--- config.mk ---
export PLATFORM = sky130hd
export DESIGN_NAME = dma_wr_sizer
export DESIGN_NICKNAME = d
export VERILOG_FILES = /design/src/rtl/dws_pkg.sv /design/src/rtl/dws_buffer.sv /design/src/rtl/dws_sizer.sv /design/src/rtl/dma_wr_sizer.sv
export SDC_FILE = /design/constraint.sdc
export NUM_CORES = 1
export LEC_CHECK = 0
export BUFFER_PORTS_ARGS = -buffer_cell sky130_fd_sc_hd__buf_2
export CAP_MARGIN = 20
export CORE_MARGIN = 4
export CORE_UTILIZATION = 52
export CTS_CLUSTER_SIZE = 12
export DETAILED_ROUTE_END_ITERATION = 6
export HOLD_SLACK_MARGIN = 0.15
export PLACE_DENSITY_LB_ADDON = 0.3
export SLEW_MARGIN = 20
export SYNTH_ARGS = -nofsm -noshare
export SYNTH_HDL_FRONTEND = slang
export SYNTH_SLANG_ARGS = --single-unit
--- constraint.sdc ---
create_clock -name clk -period 13 [get_ports clk]
set_clock_uncertainty 0.15 [all_clocks]
set_input_delay 0.65 -clock clk [delete_from_list [all_inputs] [get_ports clk]]
set_output_delay 0.65 -clock clk [all_outputs]
set_load 0.05 [all_outputs]
--- src/rtl/dws_pkg.sv ---
// Shared types for the DMA write-request sizer.
// Assumes 64-bit beats with one enable bit per byte lane.
package dws_pkg;
    localparam int BEAT_BYTES = 8;

    typedef struct packed {
        logic [63:0] data;
        logic [7:0]  be;
    } beat_t;
endpackage

--- src/rtl/dws_buffer.sv ---
// Circular write buffer with a reservation count.
// Words are written whenever space exists. Words claimed by accepted
// requests are counted as reserved and may be popped; the rest are
// reported as available for new requests.
// Assumes DEPTH is a power of two.
module dws_buffer
    import dws_pkg::*;
#(
    parameter int DEPTH = 16,
    localparam int CW = $clog2(DEPTH + 1),
    localparam int PW = $clog2(DEPTH)
) (
    input  logic          clk,
    input  logic          rst_n,
    input  logic          wr_en,
    input  beat_t         wr_beat,
    output logic          full,
    input  logic          reserve_en,
    input  logic [CW-1:0] reserve_words,
    input  logic          pop_en,
    output beat_t         head,
    output logic [CW-1:0] avail,
    output logic          pend_nz
);
    beat_t         mem [DEPTH];
    logic [PW-1:0] wr_ptr, rd_ptr;
    logic [CW-1:0] cnt_q, pend_q;
    logic          push, pop;

    assign full    = (cnt_q == CW'(DEPTH));
    assign push    = wr_en && !full;
    assign pop     = pop_en && (pend_q != '0);
    assign head    = mem[rd_ptr];
    assign avail   = cnt_q - pend_q;
    assign pend_nz = (pend_q != '0);

    // Store an incoming beat at the write pointer.
    always_ff @(posedge clk) begin
        if (push) mem[wr_ptr] <= wr_beat;
    end

    // Advance pointers and track total and reserved word counts.
    always_ff @(posedge clk) begin
        if (!rst_n) begin
            wr_ptr <= '0;
            rd_ptr <= '0;
            cnt_q  <= '0;
            pend_q <= '0;
        end else begin
            if (push) wr_ptr <= wr_ptr + PW'(1);
            if (pop)  rd_ptr <= rd_ptr + PW'(1);
            cnt_q  <= cnt_q + CW'(push) - CW'(pop);
            pend_q <= pend_q + (reserve_en ? reserve_words : '0) - CW'(pop);
        end
    end


    no_overflow_chk: assert property (@(posedge clk) disable iff (!rst_n)
        cnt_q <= CW'(DEPTH));


    reserve_within_chk: assert property (@(posedge clk) disable iff (!rst_n)
        pend_q <= cnt_q);
endmodule

--- src/rtl/dws_sizer.sv ---
// Picks the next memory request from address and remaining count.
// An unaligned or sub-word piece becomes one 8-byte slot with a lane
// mask. Otherwise the largest aligned power of two within both the
// count and the burst limit is chosen.
// Assumes CNT_W is at most 32 and at least 4.
module dws_sizer #(
    parameter int ADDR_W   = 32,
    parameter int CNT_W    = 16,
    parameter int LEN_W    = 8,
    parameter int MAX_LOG2 = 7
) (
    input  logic [ADDR_W-1:0] addr,
    input  logic [CNT_W-1:0]  remain,
    input  logic [LEN_W-1:0]  limit,
    output logic [LEN_W-1:0]  take,
    output logic [LEN_W-1:0]  len,
    output logic [LEN_W-1:0]  words,
    output logic [7:0]        be
);
    logic [2:0]  off;
    logic [3:0]  room, nb;
    logic        partial;
    int unsigned sz;

    assign off     = addr[2:0];
    assign room    = 4'd8 - {1'b0, off};
    assign partial = (off != 3'd0) || (remain < CNT_W'(8));

    // Select request length, bytes consumed and lane mask.
    always_comb begin
        len   = LEN_W'(8);
        take  = LEN_W'(8);
        words = LEN_W'(1);
        be    = 8'hFF;
        nb    = 4'd0;
        sz    = 0;
        if (partial) begin
            nb   = (remain < CNT_W'(room)) ? remain[3:0] : room;
            take = LEN_W'(nb);
            be   = 8'((((9'd1 << nb) - 9'd1)) << off);
        end else begin
            for (int k = 4; k <= MAX_LOG2; k++) begin
                sz = 32'd1 << k;
                if (((addr & ADDR_W'(sz - 1)) == '0) &&
                    (32'(remain) >= sz) && (32'(limit) >= sz)) begin
                    len = LEN_W'(sz);
                end
            end
            take  = len;
            words = len >> 3;
        end
    end
endmodule

--- src/rtl/dma_wr_sizer.sv ---
// Top of the DMA write-request sizer.
// Holds the transfer state (address, remaining bytes, burst limit),
// offers a request when enough unreserved words are buffered, and
// pulses done when the count is exhausted.
// Assumes BIG_BURST <= 8 * DEPTH so every request can be buffered.
module dma_wr_sizer
    import dws_pkg::*;
#(
    parameter int ADDR_W    = 32,
    parameter int CNT_W     = 16,
    parameter int DEPTH     = 16,
    parameter int DEF_BURST = 64,
    parameter int BIG_BURST = 128,
    localparam int LEN_W    = $clog2(BIG_BURST) + 1
) (
    input  logic              clk,
    input  logic              rst_n,
    input  logic              in_valid,
    input  logic [63:0]       in_data,
    input  logic [7:0]        in_be,
    output logic              in_ready,
    input  logic              start,
    input  logic [ADDR_W-1:0] start_addr,
    input  logic [CNT_W-1:0]  byte_count,
    input  logic              burst_big,
    output logic              req_valid,
    output logic [ADDR_W-1:0] req_addr,
    output logic [LEN_W-1:0]  req_len,
    output logic [7:0]        req_be,
    input  logic              req_ready,
    output logic              pull_valid,
    output logic [63:0]       pull_data,
    output logic [7:0]        pull_be,
    input  logic              pull_en,
    output logic              done
);
    localparam int MAX_LOG2 = $clog2(BIG_BURST);
    localparam int CW       = $clog2(DEPTH + 1);

    logic              active_q, done_q;
    logic [ADDR_W-1:0] addr_q;
    logic [CNT_W-1:0]  remain_q;
    logic [LEN_W-1:0]  limit_q;
    logic [LEN_W-1:0]  take, words;
    logic [CW-1:0]     avail;
    logic              full, accept;
    beat_t             head, in_beat;

    assign in_beat = '{data: in_data, be: in_be};

    dws_buffer #(.DEPTH(DEPTH)) u_buf (
        .clk          (clk),
        .rst_n        (rst_n),
        .wr_en        (in_valid),
        .wr_beat      (in_beat),
        .full         (full),
        .reserve_en   (accept),
        .reserve_words(CW'(words)),
        .pop_en       (pull_en),
        .head         (head),
        .avail        (avail),
        .pend_nz      (pull_valid)
    );

    dws_sizer #(
        .ADDR_W  (ADDR_W),
        .CNT_W   (CNT_W),
        .LEN_W   (LEN_W),
        .MAX_LOG2(MAX_LOG2)
    ) u_size (
        .addr  (addr_q),
        .remain(remain_q),
        .limit (limit_q),
        .take  (take),
        .len   (req_len),
        .words (words),
        .be    (req_be)
    );

    assign in_ready  = !full;
    assign pull_data = head.data;
    assign pull_be   = head.be;
    assign req_addr  = addr_q;
    assign req_valid = active_q && (remain_q != '0) && (32'(avail) >= 32'(words));
    assign accept    = req_valid && req_ready;
    assign done      = done_q;

    // Launch transfers, step address and count, and flag completion.
    always_ff @(posedge clk) begin
        if (!rst_n) begin
            active_q <= 1'b0;
            done_q   <= 1'b0;
            addr_q   <= '0;
            remain_q <= '0;
            limit_q  <= LEN_W'(DEF_BURST);
        end else begin
            done_q <= 1'b0;
            if (!active_q && start) begin
                if (byte_count == '0) begin
                    done_q <= 1'b1;
                end else begin
                    active_q <= 1'b1;
                    addr_q   <= start_addr;
                    remain_q <= byte_count;
                    limit_q  <= burst_big ? LEN_W'(BIG_BURST) : LEN_W'(DEF_BURST);
                end
            end else if (accept) begin
                addr_q   <= addr_q + ADDR_W'(take);
                remain_q <= remain_q - CNT_W'(take);
                if (remain_q == CNT_W'(take)) begin
                    active_q <= 1'b0;
                    done_q   <= 1'b1;
                end
            end
        end
    end


    req_hold_chk: assert property (@(posedge clk) disable iff (!rst_n)
        req_valid && !req_ready |=> req_valid && $stable(req_addr) &&
                                    $stable(req_len) && $stable(req_be));


    req_align_chk: assert property (@(posedge clk) disable iff (!rst_n)
        req_valid |-> (req_len == LEN_W'(8)) ||
                      ((req_addr & ADDR_W'(req_len - 1'b1)) == '0));


    req_limit_chk: assert property (@(posedge clk) disable iff (!rst_n)
        req_valid |-> req_len <= limit_q);


    no_overrun_chk: assert property (@(posedge clk) disable iff (!rst_n)
        accept |-> 32'(take) <= 32'(remain_q));


    done_idle_chk: assert property (@(posedge clk) disable iff (!rst_n)
        done |-> !active_q && (remain_q == '0));


    start_ignored_chk: assert property (@(posedge clk) disable iff (!rst_n)
        active_q && !accept |=> $stable(remain_q) && $stable(addr_q));
endmodule

== Yosys cells after proc, flatten, opt, wreduce, memory -nomap -nowiden ==
Memories as Yosys holds them, arrays and structs flattened. A register that Yosys moved wholly into a read port is not among the register bits.
Cells that the tools add are included.

* $add $sub $neg: 11
* Order comparisons: 11
* Equality and inequality tests: 3
* Shift-type cells: 2
* Multiplexer cells: 29
* Bitwise gates (word level): 1
* Reduce and logical (&&, ||, !) cells: 30

{| class="wikitable"
|+ Operators by type and width
! operator !! number
|-
| $logic_not A32 Y1 || 4
|-
| $mux W32 || 3
|-
| $mux W16 || 3
|-
| $mux W8 || 5
|-
| $add A32 B8 Y32 || 1
|-
| $eq A16 B8 Y1 || 1
|-
| $ge A16 B5 Y1 const B || 1
|-
| $ge A16 B6 Y1 const B || 1
|-
| $ge A16 B7 Y1 const B || 1
|-
| $ge A16 B8 Y1 const B || 1
|-
| $logic_not A16 Y1 || 1
|-
| $lt A16 B4 Y1 || 1
|-
| $lt A16 B4 Y1 const B || 1
|-
| $reduce_bool A16 Y1 || 1
|-
| $sub A16 B8 Y16 || 1
|-
| $mux W5 || 3
|-
| $logic_and A1 B1 Y1 || 14
|-
| $mux W4 || 3
|-
| $mux W1 || 10
|-
| $sub A5 B1 Y5 || 2
|-
| $shl A1 B4 Y9 const A || 1
|-
| $shl A9 B3 Y8 || 1
|-
| $sub A9 B1 Y9 const B || 1
|-
| $add A4 B1 Y4 const B || 2
|-
| other kinds (21) || 24
|}

* Flip-flop bits (word level): 76
* RAM bits: 1152
* Output and inout bits: 124
* Memories kept: 1

{| class="wikitable"
|+ Memories
! memory !! depth !! width !! rd ports !! clocked after Yosys merged registers in !! write ports !! line !! RTL
|-
| u_buf.mem || 16 || 72 || 1 || 1 || 1 || dws_buffer.sv:25 || <nowiki>beat_t mem [DEPTH];</nowiki>
|}

== Logic depth before layout (Yosys ltp) ==
* Word-level depth: 14
* Gate-level depth with buffers: 25

== Cells and area by module ==
A second synthesis with hierarchy kept.

* Cells, all modules: 2582
* Area total of the unflattened synthesis: 49264.7 sq um

{| class="wikitable"
|+ Modules (own cells, without submodules)
! module !! times used !! cells an instance !! area each (sq um) !! seq. area each (sq um)
|-
| dws_buffer || 1 || 1928 || 44471.4 || 35033.6
|-
| dma_wr_sizer || 1 || 493 || 3787.4 || 1041.0
|-
| dws_sizer || 1 || 161 || 1006.0 || 0.0
|}

== Worst setup path after synthesis ==
Ideal clock, no wire load.

* Kind: register to register
* From: register u_buf.cnt_q[2]
* To: memory u_buf.mem[3][0] (netlist bit) (enable)
* Library setup time: 0.591 ns
* Data arrival time: 6.512 ns
* Data required time: 12.259 ns
* Slack: 5.747 ns
* Stages on the path, launching flop included: 8
* Path buffers: 1
* Cell sequence: dfxtp_1 > inv_1 > ha_1 > nand4_1 > and2_1 > clkbuf_1 > nand2_1 > nor3_1

* Word-level cells in the longest chain between the ends: 5

{| class="wikitable"
|+ Ends and longest elaborated chain
! what !! line !! RTL
|-
| from (decl) || dws_buffer.sv:27 || <nowiki>logic [CW-1:0] cnt_q, pend_q;</nowiki>
|-
| from (signal assigned) || dws_buffer.sv:52 || <nowiki>cnt_q <= cnt_q + CW'(push) - CW'(pop);</nowiki>
|-
| $eq A5 B5 Y1 || dws_buffer.sv:30 || <nowiki>assign full = (cnt_q == CW'(DEPTH));</nowiki>
|-
| $logic_not A1 Y1 || n/a ||
|-
| via in_ready || dma_wr_sizer.sv:21 || <nowiki>output logic in_ready,</nowiki>
|-
| $logic_and A1 B1 Y1 || dws_buffer.sv:31 || <nowiki>assign push = wr_en && !full;</nowiki>
|-
| via u_buf.push || dws_buffer.sv:28 || <nowiki>logic push, pop;</nowiki>
|-
| $mux W1 || dws_buffer.sv:39 || <nowiki>if (push) mem[wr_ptr] <= wr_beat;</nowiki>
|-
| $mux W1 (implied by the code) || dws_buffer.sv:39 ||
|-
| to (decl) || dws_buffer.sv:25 ||
|}

The timed path passes the listed nets, and every way through them passes these cells.

== Worst setup path after layout ==
* From: register addr_q[0], in the netlist req_addr[0]
* To: output port req_be[7]

* Word-level cells in the longest chain between the ends: 7

{| class="wikitable"
|+ Ends and longest elaborated chain
! what !! line !! RTL
|-
| from (decl) || dma_wr_sizer.sv:41 || <nowiki>logic [ADDR_W-1:0] addr_q;</nowiki>
|-
| from (signal assigned) || dma_wr_sizer.sv:103 || <nowiki>addr_q <= start_addr;</nowiki>
|-
| from (signal assigned) || dma_wr_sizer.sv:108 || <nowiki>addr_q <= addr_q + ADDR_W'(take);</nowiki>
|-
| $sub A4 B3 Y4 || dws_sizer.sv:26 || <nowiki>assign room = 4'd8 - {1'b0, off};</nowiki>
|-
| $lt A16 B4 Y1 || dws_sizer.sv:38 || <nowiki>nb = (remain < CNT_W'(room)) ? remain[3:0] : room;</nowiki>
|-
| $mux W4 || dws_sizer.sv:38 ||
|-
| $shl A1 B4 Y9 || dws_sizer.sv:40 || <nowiki>be = 8'((((9'd1 << nb) - 9'd1)) << off);</nowiki>
|-
| $sub A9 B1 Y9 || dws_sizer.sv:40 ||
|-
| $shl A9 B3 Y8 || dws_sizer.sv:40 ||
|-
| $mux W8 * || dws_sizer.sv:37 || <nowiki>if (partial) begin</nowiki>
|-
| to (decl) || dma_wr_sizer.sv:29 || <nowiki>output logic [7:0] req_be,</nowiki>
|}

Mark *: on every way between the ends. The rest lies on a longest branch, timed or not.

==> run_results.csv <==
group,metric,value,unit
clocking,clock_latency,680,ps
route,ant_nets,0,
worst_setup_path,crit_required,12200,ps
clocking,path_clk_slew,60,ps
die,start_util,52.46,%
timing,finalHoldViolations,0,
die,die_x,315.1,µm
clocking,htreeDepth,3,
outcome,status,"completed",
clocking,cts_tree,"yes",
power_and_ir_drop,max-vdd-ir-drop,0.0001166,V
die,num_rows,112,
synthesis,syn-cell-area,49030,µm²
synthesis,yosys_most_used_dff,"edfxtp_1",
synthesis,yosys-top-cells-area,"edfxtp_1 71%, mux4_2 17%, dfxtp_1 3.0%, ha_1 1.3%, nor2_1 0.67%",
timing,finalSetupViolCount,0,
synthesis,synth-seq-area-share,73.57,%
placement,place_area,51780,µm²
clocking,cts_made_buffers,121,
synthesis,synth-async-reset-ratio,0,%
clocking,cts.path.max_buffers,3,
route,totalWireLength,111000,µm
timing,post-route-period-util,56.10,%
synthesis,yosys-top-cells-count,"1,152 x edfxtp_1, 360 x mux4_2, 87 x nor2_1",
timing,fmax,137.1,MHz
die,core,93470,µm²
power_and_ir_drop,power,10.79,mW
clocking,clkSinkCount,1226,
route,vias,25138,
power_and_ir_drop,p_leak,17.88,nW
die,die_h,315.1,µm
timing,slew_headroom,26.46,%
synthesis,synth_top_area_share,70.55,%
synthesis,ys_ff_latch,1226,
route,dr.pass1.iters,5,
grt,grt_max_degree,78,
synthesis,postSynthCellCount,2380,
grt,grt_pass1_vias,26070,
timing,maxSlewViolCount,0,
grt,antenna_found_initial,5,
layout,drive_gt1_share,29.83,%
route,wl_per_cell,27.14,µm
worst_setup_path,cp_max_fo,24,
route,vias_per_cell,6.149,
layout,synthToLayoutAreaGrowth,14.54,%
worst_setup_path,critPathCaptureType,"output port",
grt,track_usage,22.55,%
die,io_pins,251,
placement,gp_congestion,0.8644,
die,dieArea,99270,µm²
run,max_cap_violations,0,
route,drc,0,
layout,stdcell_count,4088,
layout,postLayoutCellArea,56170,µm²
placement,dp_hpwl,59370,µm
synthesis,ys_types,81,
route,drt_iter0_drc,2663,
timing,tightestPinTransition,1101,ps
synthesis,post-synth-top-area-cell,"edfxtp_1",
clocking,cts_root_buffer,"clkbuf_16",
synthesis,synth_edf_count,1152,
timing,rsz0062_at_grt,"false",
placement,placed_cells,3798,
clocking,cts_setup_buffers,0,
grt,overflow,0,
grt,grt_pass1_wl,166600,µm
synthesis,synthMostInstantiatedCell,"edfxtp_1",
worst_setup_path,critPathLaunchType,"flip-flop",
power_and_ir_drop,p_per_area,192.2,nW/µm²
synthesis,avgSynthCellArea,20.60,µm²
timing,finalSetupTns,0,ps
timing,fin_hold_ws,202.8,ps
layout,final_net_count,2940,
timing,finalCriticalPeriod,7293,ps
min_path,min_path_type,"in -> reg",
synthesis,yosysWarnings,0,
placement,port_buffers,247,
worst_setup_path,worstSetupPathType,"reg -> out",
worst_setup_path,cp.arrival,6490,ps
==> final cells by class <==
| class | count | area, µm² |
|---|---|---|
| tap | 1254 | 1569 |
| timing repair buffer | 384 | 2517 |
| fill | 6606 | 37300 |
| sequential | 1226 | 36090 |
| clock inverter | 35 | 232.7 |
| antenna | 5 | 12.51 |
| multi-input combinational | 982 | 12380 |
| clock buffer | 159 | 3202 |
| inverter | 43 | 161.4 |
==> metal layers <==
metal	part of all wire (%)	global-route usage, %
met3	6.8	3.589
met4	1.9	5.537
met2	51	37.84
met1	40	31.48
met5	0.012	0
==> placed cells by master, fill, tap and decap left out, drive strengths merged, types with 6 or more instances in the layout <==
cell and n:
o21a 8, xnor2 13, buf 294, o31ai 8
o21ai 48, and2 9, a21o 12, dlygate4sd3 90
a311oi 8, clkinv 32, inv 44, mux2i 11
a31oi 11, nor3 21, nand3 19, xor2 12
mux4 360, nand2b 16, nand4 11, and3 8
a211oi 22, clkbuf 159, edfxtp 1152, dfxtp 74
nor4 17, nand2 70, a21oi 62, nor2b 10
nor2 88, ha 50, or3 6
==> logic make-up after synthesis <==
group                    share of synthesized area [%]
AND/OR/NAND/NOR                                  2.986
adder cells (fa/ha/maj)                          1.480
XOR/XNOR                                        0.4466
AO/OA/AOI/OAI                                    3.284
other                                         0.007648
buffers and inverters                            1.434
multiplexers                                     16.79
flip-flops                                       73.57
==> flip-flops by register name, summed over array words and instances, names as in the netlist, named ones only <==
signal        count
active_q          1
u_buf.pend_q      5
u_buf.wr_ptr      4
done              1
u_buf.rd_ptr      4
u_buf.cnt_q       5
req_addr         32
u_buf.mem      1152
limit_q           2
remain_q         16
==> through the flow <==
stage / utilization [%] / setup slack, ps
final: 60.09 / 5707
after global routing: 60.08 / 5331
after CTS: 60.04 / 5804
after detailed placement: 55.40 / 6535
after global placement: 55.40 / 6706
after floorplan: - / 5747
==> power breakdown <==
group / switching, mW / internal (mW) / total [mW]
Clock: 1.40 / 1.71 / 3.10
Sequential: 0.150 / 4.48 / 4.63
Combinational: 1.83 / 1.23 / 3.06
Total: 3.38 / 7.42 / 10.8
==> repair_timing <==
action | in CTS | in global routing
hold endpoints to repair | 1045 | 0
hold buffers | 90 | 0
gates resized for setup | 0 | 0
==> worst paths after layout <==
check	from	to	cells after the start	slack [ps]
worst min register to register	limit_q[7]$_SDFFE_PN0P_	limit_q[7]$_SDFFE_PN0P_	2	320
worst max-delay path	req_addr[0]$_SDFFE_PN0P_	req_be[7]	18	5710
worst min-delay path	start_addr[21]	req_addr[21]$_SDFFE_PN0P_	3	200
worst max register to register	req_addr[0]$_SDFFE_PN0P_	req_addr[12]$_SDFFE_PN0P_	19	6410
==> worst max-delay path: stages (launching register included) <==
cell and delay [ps]:
dfxtp_1 880, clkinv_1 460, ha_1 350, ha_1 470, inv_1 130, ha_1 290, o21ai_0 70, nand2b_1 190
a21o_1 510, mux2_2 440, inv_1 70, ha_1 490, xnor2_1 130, a2111oi_0 390, a31oi_1 170, nor2_1 190
nor4_1 70, a311oi_1 220, buf_2 310
Power figures use the tool's default switching activity.
